File: src/rtl/gpio_byte_ctrl.sv
module gpio_byte_ctrl #(
  parameter int NUM_PINS  = 36,
  parameter int LVL_BYTES = 8,
  parameter int NUM_IRQ   = 10,
  parameter int EDGE_PIN  = 9,
  parameter int BOOT_PIN  = 1,
  parameter int AW        = 6,
  parameter int PIN_W     = 6
) (
  input  logic               clk,
  input  logic               rst_n,
  input  logic [AW-1:0]      addr_i,
  input  logic [7:0]         wdata_i,
  input  logic               wr_en_i,
  input  logic               rd_en_i,
  output logic [7:0]         rdata_o,
  input  logic               ext_vld_i,
  input  logic [PIN_W-1:0]   ext_pin_i,
  input  logic               ext_lvl_i,
  input  logic               pulse_i,
  output logic [NUM_IRQ-1:0] irq_o,
  output logic               out_err_o,
  output logic               unimpl_o
);
  localparam int LVL_BITS = LVL_BYTES * 8;

  logic [NUM_PINS-1:0][7:0] ctl_q;
  logic [NUM_IRQ-1:0]       irq_q;
  logic [7:0]               rdata_q;
  logic                     pulse_hi_q, err_q, unimpl_q;
  logic [LVL_BITS-1:0]      lvl_vec;

  logic             upd_vld, upd_lvl, upd_hit, upd_chg;
  logic [PIN_W-1:0] upd_idx;
  logic [7:0]       upd_cur, rd_val;

  for (genvar g = 0; g < LVL_BITS; g++) begin : g_lvl
    if (g < NUM_PINS) begin : g_on
      assign lvl_vec[g] = ctl_q[g][1];
    end else begin : g_off
      assign lvl_vec[g] = 1'b0;
    end
  end

  always_comb begin
    if (pulse_i) begin
      upd_vld = 1'b1; upd_idx = PIN_W'(EDGE_PIN); upd_lvl = 1'b1;
    end else if (pulse_hi_q) begin
      upd_vld = 1'b1; upd_idx = PIN_W'(EDGE_PIN); upd_lvl = 1'b0;
    end else begin
      upd_vld = ext_vld_i; upd_idx = ext_pin_i; upd_lvl = ext_lvl_i;
    end
    upd_cur = 8'h00;
    for (int p = 0; p < NUM_PINS; p++)
      if (upd_idx == PIN_W'(p)) upd_cur = ctl_q[p];
  end

  assign upd_hit = upd_vld && (int'(upd_idx) < NUM_PINS);
  assign upd_chg = upd_hit && (upd_cur[1] != upd_lvl);

  always_comb begin
    rd_val = 8'h00;
    for (int b = 0; b < LVL_BYTES; b++)
      if (addr_i == AW'(b)) rd_val = lvl_vec[b*8 +: 8];
    for (int p = 0; p < NUM_PINS; p++)
      if (addr_i == AW'(LVL_BYTES + p)) rd_val = ctl_q[p];
  end

  always_ff @(posedge clk) begin
    if (!rst_n) begin
      for (int p = 0; p < NUM_PINS; p++)
        ctl_q[p] <= (p == BOOT_PIN) ? 8'h02 : 8'h00;
      irq_q      <= NUM_IRQ'(1) << BOOT_PIN;
      rdata_q    <= 8'h00;
      pulse_hi_q <= 1'b0;
      err_q      <= 1'b0;
      unimpl_q   <= 1'b0;
    end else begin
      pulse_hi_q <= pulse_i;
      err_q      <= upd_hit && upd_cur[2];
      unimpl_q   <= upd_chg && (int'(upd_idx) >= NUM_IRQ);
      for (int p = 0; p < NUM_PINS; p++)
        if (upd_chg && upd_idx == PIN_W'(p)) ctl_q[p][1] <= upd_lvl;
      for (int i = 0; i < NUM_IRQ; i++)
        if (upd_chg && upd_idx == PIN_W'(i)) irq_q[i] <= upd_lvl;
      for (int p = 0; p < NUM_PINS; p++)
        if (wr_en_i && addr_i == AW'(LVL_BYTES + p))
          ctl_q[p] <= {wdata_i[7:2], (wdata_i[2] ? wdata_i[0] : ctl_q[p][1]), wdata_i[0]};
      if (rd_en_i) rdata_q <= rd_val;
    end
  end

  assign rdata_o   = rdata_q;
  assign irq_o     = irq_q;
  assign out_err_o = err_q;
  assign unimpl_o  = unimpl_q;

  AST_UNMAPPED_READ: assert property (@(posedge clk) disable iff (!rst_n)
    rd_en_i && int'(addr_i) >= LVL_BYTES + NUM_PINS |=> rdata_o == 8'h00);
  AST_LVL_WRITE_RO: assert property (@(posedge clk) disable iff (!rst_n)
    wr_en_i && int'(addr_i) < LVL_BYTES && !upd_vld |=> $stable(ctl_q));
  AST_IRQ_QUIET: assert property (@(posedge clk) disable iff (!rst_n)
    !upd_chg |=> $stable(irq_o));
  AST_PULSE_LOW: assert property (@(posedge clk) disable iff (!rst_n)
    pulse_hi_q && !pulse_i |=> !irq_o[EDGE_PIN]);
  AST_PULSE_HIGH: assert property (@(posedge clk) disable iff (!rst_n)
    pulse_i |=> irq_o[EDGE_PIN]);
  AST_UNIMPL_NO_IRQ: assert property (@(posedge clk) disable iff (!rst_n)
    unimpl_o |-> $stable(irq_o));
endmodule

File: config.mk
export PLATFORM = sky130hd
export DESIGN_NAME = gpio_byte_ctrl
export DESIGN_NICKNAME = d
export VERILOG_FILES = /design/src/rtl/gpio_byte_ctrl.sv
export SDC_FILE = /design/constraint.sdc
export NUM_CORES = 1
export LEC_CHECK = 0
export ABC_AREA = 1
export BUFFER_PORTS_ARGS = -buffer_cell sky130_fd_sc_hd__buf_2
export CAP_MARGIN = 20
export CORE_MARGIN = 2
export CORE_UTILIZATION = 41
export DETAILED_ROUTE_END_ITERATION = 16
export SLEW_MARGIN = 10
export SYNTH_ARGS = -nofsm -noshare
export SYNTH_HDL_FRONTEND = slang
export SYNTH_SLANG_ARGS = --single-unit
File: constraint.sdc
create_clock -name clk -period 6.9 [get_ports clk]
set_input_delay 0.345 -clock clk [delete_from_list [all_inputs] [get_ports clk]]
set_output_delay 0.345 -clock clk [all_outputs]
set_load 0.05 [all_outputs]
After elaboration in Yosys (flattened, before gate mapping) --
Cells that the tools add are included.
Cells by class: equal/unequal tests 115, $lt $le $gt $ge 2, mux-type cells 159, reductions and logical operators 150
Operators with widths (number):
- $mux 8 | 44
- $eq 6x5->1 const B | 32
- $mux 3 | 36
- $eq 6x4->1 const B | 16
- $eq 6x6->1 const B | 16
- $logic_and 1x1->1 | 76
- $mux 2 | 36
- $ne 2x2->1 const B | 36
- $reduce_and 2->1 | 36
- $reduce_bool 2->1 | 36
- $eq 6x3->1 const B | 8
- $mux 1 | 41
- $eq 6x2->1 const B | 4
- $eq 6x1->1 const B | 2
- $logic_not 6->1 | 2
- $mux 6 | 2
- $ge 6x4->1 const B | 1
- $lt 6x6->1 const B | 1
- $ne 1x1->1 | 1
Storage, ports and cells: output and inout bits 20, input bits 27, bits in registers 309

Logic depth before layout (Yosys ltp) --
Gate-level depths: netlist (run 1).
depth in word-level cells 45, mapped depth 32, mapped depth without buffers 31

Worst setup path after synthesis (run 1) --
OpenSTA, ideal clock, no wires.
kind reg2reg, start point register pulse_hi_q, end point register ctl_q[153] in the netlist's numbering, stages on the path, launching flop included 30, clock period less this slack 2.861 ns, arrival 2.746 ns, required time 6.785 ns, slack 4.039 ns, path through dfxtp_1 -> nor2_4 -> nand2_2 -> nor2_2 -> nand2_2 -> nor2_4 -> inv_2 -> o21ai_2 -> inv_1 -> nand2_1 -> nand4_1 -> nor2_1 -> nand4_1 -> nand2_1 -> nand4_1 -> nand2_1 -> nand4_1 -> nor2_1 -> nand4_1 -> nand2_1 -> nand4_1 -> nand2_1 -> nand4_1 -> nor2_1 -> nor2_2 -> nor2_8 -> buf_6 -> nand3_2 -> a21oi_1 -> nor2_1
On the way: longest elaborated chain between the ends 44, elaborated cells on any way between the ends 87, classes of those cells order compare (1); eq/ne (36); mux (44); reduce/logical (6)
RTL lines:
- from (decl) | RTL line 30 | logic pulse_hi_q, err_q, unimpl_q;
- from (signal assigned) | RTL line 79 | pulse_hi_q <= pulse_i;
- $mux 6 | RTL line 48 | end else if (pulse_hi_q) begin
- $mux 6 | RTL line 46 | if (pulse_i) begin
- $logic_not 6->1 | RTL line 55 | if (upd_idx == PIN_W'(p)) upd_cur = ctl_q[p];
- $mux 3 (36 in series) | RTL line 55
- $ne 1x1->1 | RTL line 59 | assign upd_chg = upd_hit && (upd_cur[1] != upd_lvl);
- $logic_and 1x1->1 | RTL line 59
- $logic_and 1x1->1 | RTL line 83 | if (upd_chg && upd_idx == PIN_W'(p)) ctl_q[p][1] <= upd_lvl;
- $reduce_bool 2->1 (no line)
- $reduce_and 2->1 (no line)
- to (signal, indexed assignment) | RTL line 72 | ctl_q[p] <= (p == BOOT_PIN) ? 8'h02 : 8'h00;
- to (signal, indexed assignment) | RTL line 83
- to (signal, indexed assignment) | RTL line 88 | ctl_q[p] <= {wdata_i[7:2], (wdata_i[2] ? wdata_i[0] : ctl_q[p][1]), wdata_i[0]};
- to (decl) | RTL line 27 | logic [NUM_PINS-1:0][7:0] ctl_q;
Several ways; a longest one is shown, not always the timed one. The select of a mux whose other input is x is not followed. A chain may end at the register's enable or synchronous reset.

Worst setup path after layout (run 1) --
start point register pulse_hi_q, end point register unimpl_q, in the netlist unimpl_o
On the way: longest elaborated chain between the ends 42, elaborated cells on any way between the ends 84, classes of those cells order compare (2); eq/ne (36); mux (42); reduce/logical (4)
RTL lines:
- $mux 6 | RTL line 48
- $mux 6 | RTL line 46
- $logic_not 6->1 | RTL line 55
- $mux 3 (36 in series) | RTL line 55
- $ne 1x1->1 | RTL line 59
- $logic_and 1x1->1 | RTL line 59
- $logic_and 1x1->1 (*) | RTL line 81 | unimpl_q <= upd_chg && (int'(upd_idx) >= NUM_IRQ);
- to (signal assigned) | RTL line 81
- to (decl) | RTL line 30
Every way passes the cells marked *; elsewhere a longest branch is shown, timed or not.

==> results of run 1 <==
==> metrics by stage <==
stage          util, %  instances  worst slack, ns  area (µm²)
2_1_floorplan        -       2478             4.04       15600
3_3_place_gp      43.1       2953             2.27       16200
3_5_place_dp      43.1       2953             2.26       16200
4_1_cts           46.0       3009             2.41       17300
5_1_grt           46.0       3010             1.81       17300
6_report          46.0       3010             2.32       17300
==> metal layers <==
| layer | routed length (µm) | vias to the layer above |
|---|---|---|
| met5 | 0 | - |
| met3 | 3020 | 86 |
| li1 | - | 7976 |
| met1 | 24400 | 7457 |
| met2 | 23300 | 470 |
| met4 | 1350 | 0 |
==> sequential cells by signal, indices dropped and copies added, names as in the netlist <==
name        cells
irq_o          10
pulse_hi_q      1
unimpl_o        1
out_err_o       1
ctl_q         288
rdata_o         8
==> path summary, 6_finish.rpt <==
path,startpoint,to,slack (ns)
max reg2reg,pulse_hi_q$_SDFF_PN0_,unimpl_o$_SDFF_PN0_,2.32
min,pulse_i,pulse_hi_q$_SDFF_PN0_,0.08
min reg2reg,ctl_q[21]$_SDFFE_PN0P_,ctl_q[21]$_SDFFE_PN0P_,0.44
max,pulse_hi_q$_SDFF_PN0_,unimpl_o$_SDFF_PN0_,2.32
==> critical path, cell delays in order, from the launching register on <==
cell and delay, ns:
dfxtp_1 0.33, nor2_4 0.37, o21ai_1 0.30, nand3_1 0.25
inv_1 0.15, nand2_1 0.09, nand4_1 0.08, nand2_1 0.08
nand4_1 0.09, nor2_1 0.10, nand4_1 0.12, nand2_1 0.11
nand4_1 0.10, nand2_1 0.10, nand4_1 0.07, nor2_1 0.11
nand4_1 0.10, nand2_1 0.09, nand4_1 0.09, nand2_1 0.08
nand4_1 0.08, nor2_1 0.14, nor2_2 0.08, nor2_8 0.76
inv_2 0.23, nor3_1 0.35
==> synth_stat cells (all sizes together) (14+ instances only) <==
library cell	n
clkbuf	65
nand3	97
clkinv	21
inv	245
buf	23
nand4	78
a21oi	243
nand2	656
dfxtp	309
nand3b	14
o21ai	253
nor2	442
or2	18
==> power by group through the flow <==
stage / Sequential, W / Clock, W / Combinational [W]
final: 0.00181 / 0.00183 / 0.000295
after global routing: 0.00181 / 0.00194 / 0.000321
after CTS: 0.00181 / 0.00187 / 0.000291
after detailed placement: 0.00185 / 0 / 0.000290
after global placement: 0.00185 / 0 / 0.000288
after floorplan: 0.00186 / 0 / 0.000189
==> kinds of logic (layout without fill, tap and decap cells) <==
group / Yosys count / after routing / share of synthesized area (%)
buf+inv: 354 / 375 / 8.90
compound gates: 506 / 506 / 16.4
simple gates: 1309 / 1309 / 35.1
flops: 309 / 309 / 39.5
==> cell type report <==
cell class / instances / area share (%)
Clock buffer: 50 / 6.04
Timing Repair Buffer: 53 / 1.66
Tap cell: 511 / 3.70
Multi-Input combinational cell: 1815 / 46.7
Sequential cell: 309 / 35.8
Inverter: 266 / 5.79
Clock inverter: 6 / 0.318
==> impl_summary.md, run 1 <==
Layout
The register area is 0.00619 mm². The share of final-layout standard cells stronger than drive strength 1 is 6.60%. The most common cell after layout, fill and taps aside is nand2_1. From synthesis to final layout, the design area changed by 10.5%. The library cells used most frequently in the layout, excluding fill and tap cells, are nand2_1 (654), nor2_1 (432), dfxtp_1 (309), o21ai_0 (248), a21oi_1 (242). In the final layout, the multi-input gates occupy 0.00808 mm². The final layout net count is 2508. The number of antenna diodes is 0.

Counting the fill cells in the layout gives 3940.

Synth
The synthesized design contains 309 register bits. Synthesis produced 2478 cells. The part of the Yosys area used for sequential elements is 39.5%. The area share of the largest cell type after synthesis is 39.5%. For this run, the leading register cell type out of synthesis is dfxtp_1. The proportion of synthesized flip-flops having asynchronous set or reset is 0%. The number of warning messages in the yosys log is 0. The mapped cell area is 0.0156 mm². The synthesized net count is 2505. The largest total area in the synthesized netlist belongs to dfxtp_1.

Yosys attributes the largest share of cell area to dfxtp_1 (40%), nand2_1 (16%), nor2_1 (10%). The synthesized design contains 0 enable-type register cells. Averaged over all synthesized cells, the footprint is 6.31 µm².

The number of distinct standard cells referenced by the synthesized netlist is 32.

Drt
In the routed layout, each cell is associated on average with a via count of 5.31. Dividing the detail-routed wire length by the instance count gives 17.3 µm. The routed design has 52.1 mm of wire. The detailed router finished its first iteration with 1475 violations. Once detail routing completed, the nets flagged for antenna violations numbered 0. The first-pass iteration count of the detailed router is 6. The count of unresolved DRC violations after routing is 0. The final route contains 16.0k vias.

STA
For the final database, setup skew stands at 0.0142 ns. The max-slew violation count is 0. The share of the clock period used by the worst path after layout is 66.4%. The number of setup violations in the final report is 0.

The worst slew margin relative to its limit is 30.6%. The transition at the pin with the smallest max-transition slack is 1.04 ns. The post-route setup TNS is 0 ns.

The maximum operating frequency is 218 MHz. The minimum hold slack is 0.0778 ns. Setup repair after global routing left no endpoint under its margin. The number of hold violations in the final report is 0. The routed design could run at a clock period as short as 4.58 ns.

Clock network
The number of hold-repair buffers added at the cts stage is 0. The H-tree was split into 2 levels. The tree is rooted in a clkbuf_16. TritonCTS built the clock tree. The post-CTS setup-driven buffer insertion count is 0. The insertion delay of the later-clocked pin in the worst-skew pair is 0.54 ns. The sink count of the clock tree is 309. The count of cells resized by post-cts repair is 0. Counting the buffers created by CTS gives 36. The clock edge transition at the registers on the reported setup and hold paths is 0.06 ns. The number of buffers between clock root and the deepest sink is 3.

Job
Across the run, the number of max-cap violations was 0.

Global route
The most crowded layer after global routing is met2. The first global-routing pass estimated 82.0 mm of wire. The total overflow reported by the global router is 0. The met1 global-route usage is 37.1%. The global-route track usage on met2 is 41.9%.

The largest net degree at the start of global routing is 82. The global routing met3 resource utilization is 4.03%. The number of antenna violations at the first check in global routing is 0. The via count of the first global-routing pass is 14.7k. The global-route usage over all layers is 26.5%.

Placement
After legalization and detailed placement, the total HPWL measured 36.2 mm. The routability congestion estimate is 0.941. The number of buffer cells added on primary ports is 45.

Worst hold path
Along the worst hold path, the cell count comes to 3. The worst min-delay path category is input pin to register.

Critical path
The worst setup path is captured at a register. The required time of the worst setup path is 7.32 ns. Data arrives at the worst endpoint at 5.00 ns. Counting cells, the worst reg-to-reg path comes to 25. The peak fanout along the critical path is 49. The worst setup path is launched from a register. The worst setup path category is register to register.

Floorplan
The die is 199 µm tall. The floorplan step set the die width to 199 µm. The I/O pin count is 47.

For this configuration, the core starts out at a cell density of 41.6%. The area of the core region is 0.0376 mm². The initialized floorplan defines 71 standard-cell rows. The die covers 0.0397 mm².

Pwr
The worst-case IR drop observed on VDD is 156 µV. The sequential share of power is 46.0%. The switching power is 0.000993 W. The clock network accounts for 46.5% of the total power. In this run switching power makes up 25.2% of total power.

The overall power is 0.00394 W. The cell-internal power is 0.00294 W. In this run the static leakage power is 6.75 nW.

Combinational logic burns 7.5% of the power. The power density over the cells is 228 mW/mm².

Run status
The flow ran to the end, and the final reports show no timing, DRC or antenna violations.
(Power assumes the default switching activity.)
==> run 2: changes to the inputs <==
clock period = 3.9 ns   (was 6.9 ns; I/O delays follow)
==> run 2 against run 1 <==
The flow now finishes with violations (setup timing). Sequential power increased by 77%. Clock power rose by 95%. Combinational power rose by 130%. Core utilization grew 3.5 points. Final cell count grew 4.0%. Worst setup slack worse by 2.3 ns. Count of clock-buffer cells in the layout grew 5. Non-clock buffer count rose by 109. Global-route usage increased by 1.6 points. Via count is 4.2% higher.
==> impl_summary.md, run 2 (same netlist as run 1, synthesis figures left out) <==
Drt
The total wire length after detailed routing is 56.4 mm (was 52.1 mm). The first-pass iteration count of the detailed router was 5 (was 6). The count of unresolved DRC violations after routing is 0 (unchanged). The first-iteration detailed-routing DRC count is 1529 (was 1475). The number of routed nets with antenna violations is 0 (unchanged). The via total after detailed routing is 16.7k (was 16.0k). The via-per-instance ratio is 5.32 (was 5.31).

The average detailed-routed wire length per instance was 18.0 µm (was 17.3 µm).

STA
The worst slew margin relative to its limit came to 30.3% (was 30.6%). The post-route setup TNS is -0.0270 ns (was 0 ns). The maximum operating frequency is 255 MHz. The share of the clock period used by the worst path after layout is 100%. The setup slack of the critical path after layout is -0.0148 ns (was 2.32 ns). The transition at the pin with the smallest max-transition slack was 1.05 ns (was 1.04 ns). The number of setup violations in the final report is 3 (was 0). The minimum period implied by the final worst setup slack is 3.91 ns. RSZ-0062 raised after global routing: yes (was no). The max-slew violation count is 0 (unchanged). The number of hold violations in the final report was 0 (unchanged). The final worst clock skew is 0.0163 ns (was 0.0142 ns).

Placement
The routability congestion estimate is 0.955 (was 0.941). The placed instance area was 0.0169 mm² (was 0.0162 mm²). The number of buffer cells added on primary ports is 45 (unchanged). The post-place setup slack came to -0.0447 ns (was 2.26 ns). The post-DP HPWL is 39.5 mm (was 36.2 mm).

Clock network
The number of buffers created by CTS came to 36 (unchanged). The clock edge transition at the registers on the reported setup and hold paths is 0.06 ns (about the same). The cell at the root of the clock tree is clkbuf_16 (unchanged). The insertion delay of the later-clocked pin in the worst-skew pair came to 0.55 ns (was 0.54 ns). The number of buffers between clock root and the deepest sink was 3 (unchanged).

The CTS tree is built (unchanged). The sink count of the clock tree came to 309 (unchanged). The count of H-tree levels built during CTS is 2 (unchanged).

Layout
The post-route standard cell area excluding fillers was 0.0186 mm² (was 0.0173 mm²). The number of flip-flops in the largest register was 288 (unchanged). The most flop-heavy register was ctl_q (unchanged). Top library cells by usage in the layout, fill and taps aside: nand2_1 (646), nor2_1 (423), dfxtp_1 (308), o21ai_0 (241), inv_1 (237) (was nand2_1 (654), nor2_1 (432), dfxtp_1 (309), o21ai_0 (248), a21oi_1 (242)). The number of antenna diodes came to 0 (unchanged). The final layout net count was 2620 (was 2508). The area growth from synthesis to layout is 19.0% (was 10.5%). The share of final-layout standard cells stronger than drive strength 1 came to 12.3% (was 6.60%). The most common cell after layout, fill and taps aside was nand2_1 (unchanged).

Floorplan
The initial standard-cell utilization of the core is 41.6% (unchanged). The area of the core region is 0.0376 mm² (unchanged). The I/O pin count is 47 (unchanged).

The site row count came to 71 (unchanged). The die boundary width came to 199 µm (unchanged). The area of the die is 0.0397 mm² (unchanged).

The height of the die was 199 µm (unchanged).

Critical path
The capturing element type of the critical path is a register (unchanged). The worst setup path category was input pin to register (was register to register). The slowest stage cell on the critical path is dlygate4sd3_1 (was nor2_8). The cell seen most often among critical-path stages is nand4_1 (unchanged).

The element type at the critical path start is an input pin (was register). The required time of the worst setup path is 4.39 ns (was 7.32 ns). The peak fanout along the critical path was 6 (was 49). The delay contributed by the slowest stage of the critical path came to 0.55 ns (was 0.76 ns). The critical path data arrival time was 4.40 ns (was 5.00 ns).

Run status
The checks that failed: setup timing. Status: finished with violations (was finished, final reports clean).

Worst hold path
The worst min-delay path category is input pin to register (unchanged).

Pwr
The cell leakage power is 7.45 nW (was 6.75 nW). The power density over the cells is 400 mW/mm² (was 228 mW/mm²). The worst IR drop on VDD came to 268 µV (was 156 µV).

Global route
The total overflow reported by the global router is 0 (unchanged). The first-pass GRT wire length came to 86.8 mm (was 82.0 mm). The number of antenna violations at the first check in global routing is 0 (unchanged). The via count of the first global-routing pass is 15.4k (was 14.7k). The global-route usage over all layers is 28.1% (was 26.5%). The largest net degree at the start of global routing is 188 (was 82).

Job
The max-capacitance violation count came to 0 (unchanged).
-- run 2: changes by cell type in the layout (fill, tap and decap cells not counted), moves of 8 or more --
cell     before  now
nor2_1      432  423
nand2_1     654  646
nand3_2      22   30
buf_4         9   98
nand3_1      75   66
buf_6         0   12
-- run 2: final timing paths --
path | start | end | slack [ns] | cells past startpoint
setup reg to reg | pulse_hi_q$_SDFF_PN0_ | ctl_q[1]$_SDFFE_PN0P_ | 0.01 | 30
hold reg to reg | ctl_q[251]$_SDFFE_PN0P_ | ctl_q[251]$_SDFFE_PN0P_ | 0.45 | 2
setup / recovery | pulse_i | ctl_q[1]$_SDFFE_PN0P_ | -0.01 | 32
hold / removal | rd_en_i | rdata_o[7]$_SDFFE_PN0P_ | 0.11 | 3
-- run 2: area by class of cell --
class	count	area, µm²
clock buffers	55	1090
clock inverters	8	140
fillers	3845	19000
inverters	266	1010
multi-input cells	1817	8280
flip-flops and latches	309	6190
well taps	511	639
repair buffers	162	1260
repair inverters	1	8.76
-- run 2: layer usage --
| layer | wire, µm | global-route usage [%] | share of wire [%] | vias up |
|---|---|---|---|---|
| met5 | 0 | 0 | 0 | - |
| met4 | 1520 | 9.56 | 2.7 | 0 |
| met3 | 3460 | 3.27 | 6.1 | 99 |
| met2 | 25000 | 44.0 | 44 | 582 |
| met1 | 26400 | 40.1 | 47 | 7770 |
| li1 | - | - | - | 8205 |
-- run 2: what timing repair did --
action / in CTS / in global routing
buffers inserted: 0 / 21
endpoints found under the hold margin: 1 / 0
hold buffers: 1 / 0
gates resized for setup: 0 / 77
setup endpoints to repair: 0 / 48
-- run 2: critical path: cells and delay by family --
kind / cells / cell delay (ns)
buffers and inverters: 7 / 1.31
AOI/OAI and AO/OA: 1 / 0.06
and+or+nand+nor: 24 / 2.84
-- run 2: report_power, final --
part           switching [W]  total, W  internal (W)
Sequential         0.0000213   0.00321       0.00318
Clock                0.00137   0.00356       0.00219
Combinational       0.000466  0.000674      0.000208
-- run 2: stage by stage --
step	utilization, %	total power (W)	cells	hold slack (ns)
after detailed placement	44.9	0.00384	3040	0.443
after CTS	48.2	0.00739	3104	0.0786
after floorplan	-	0.00362	2478	0.288
final	49.5	0.00744	3129	0.109
after global routing	49.5	0.00765	3129	0.121
after global placement	44.9	0.00384	3040	0.437
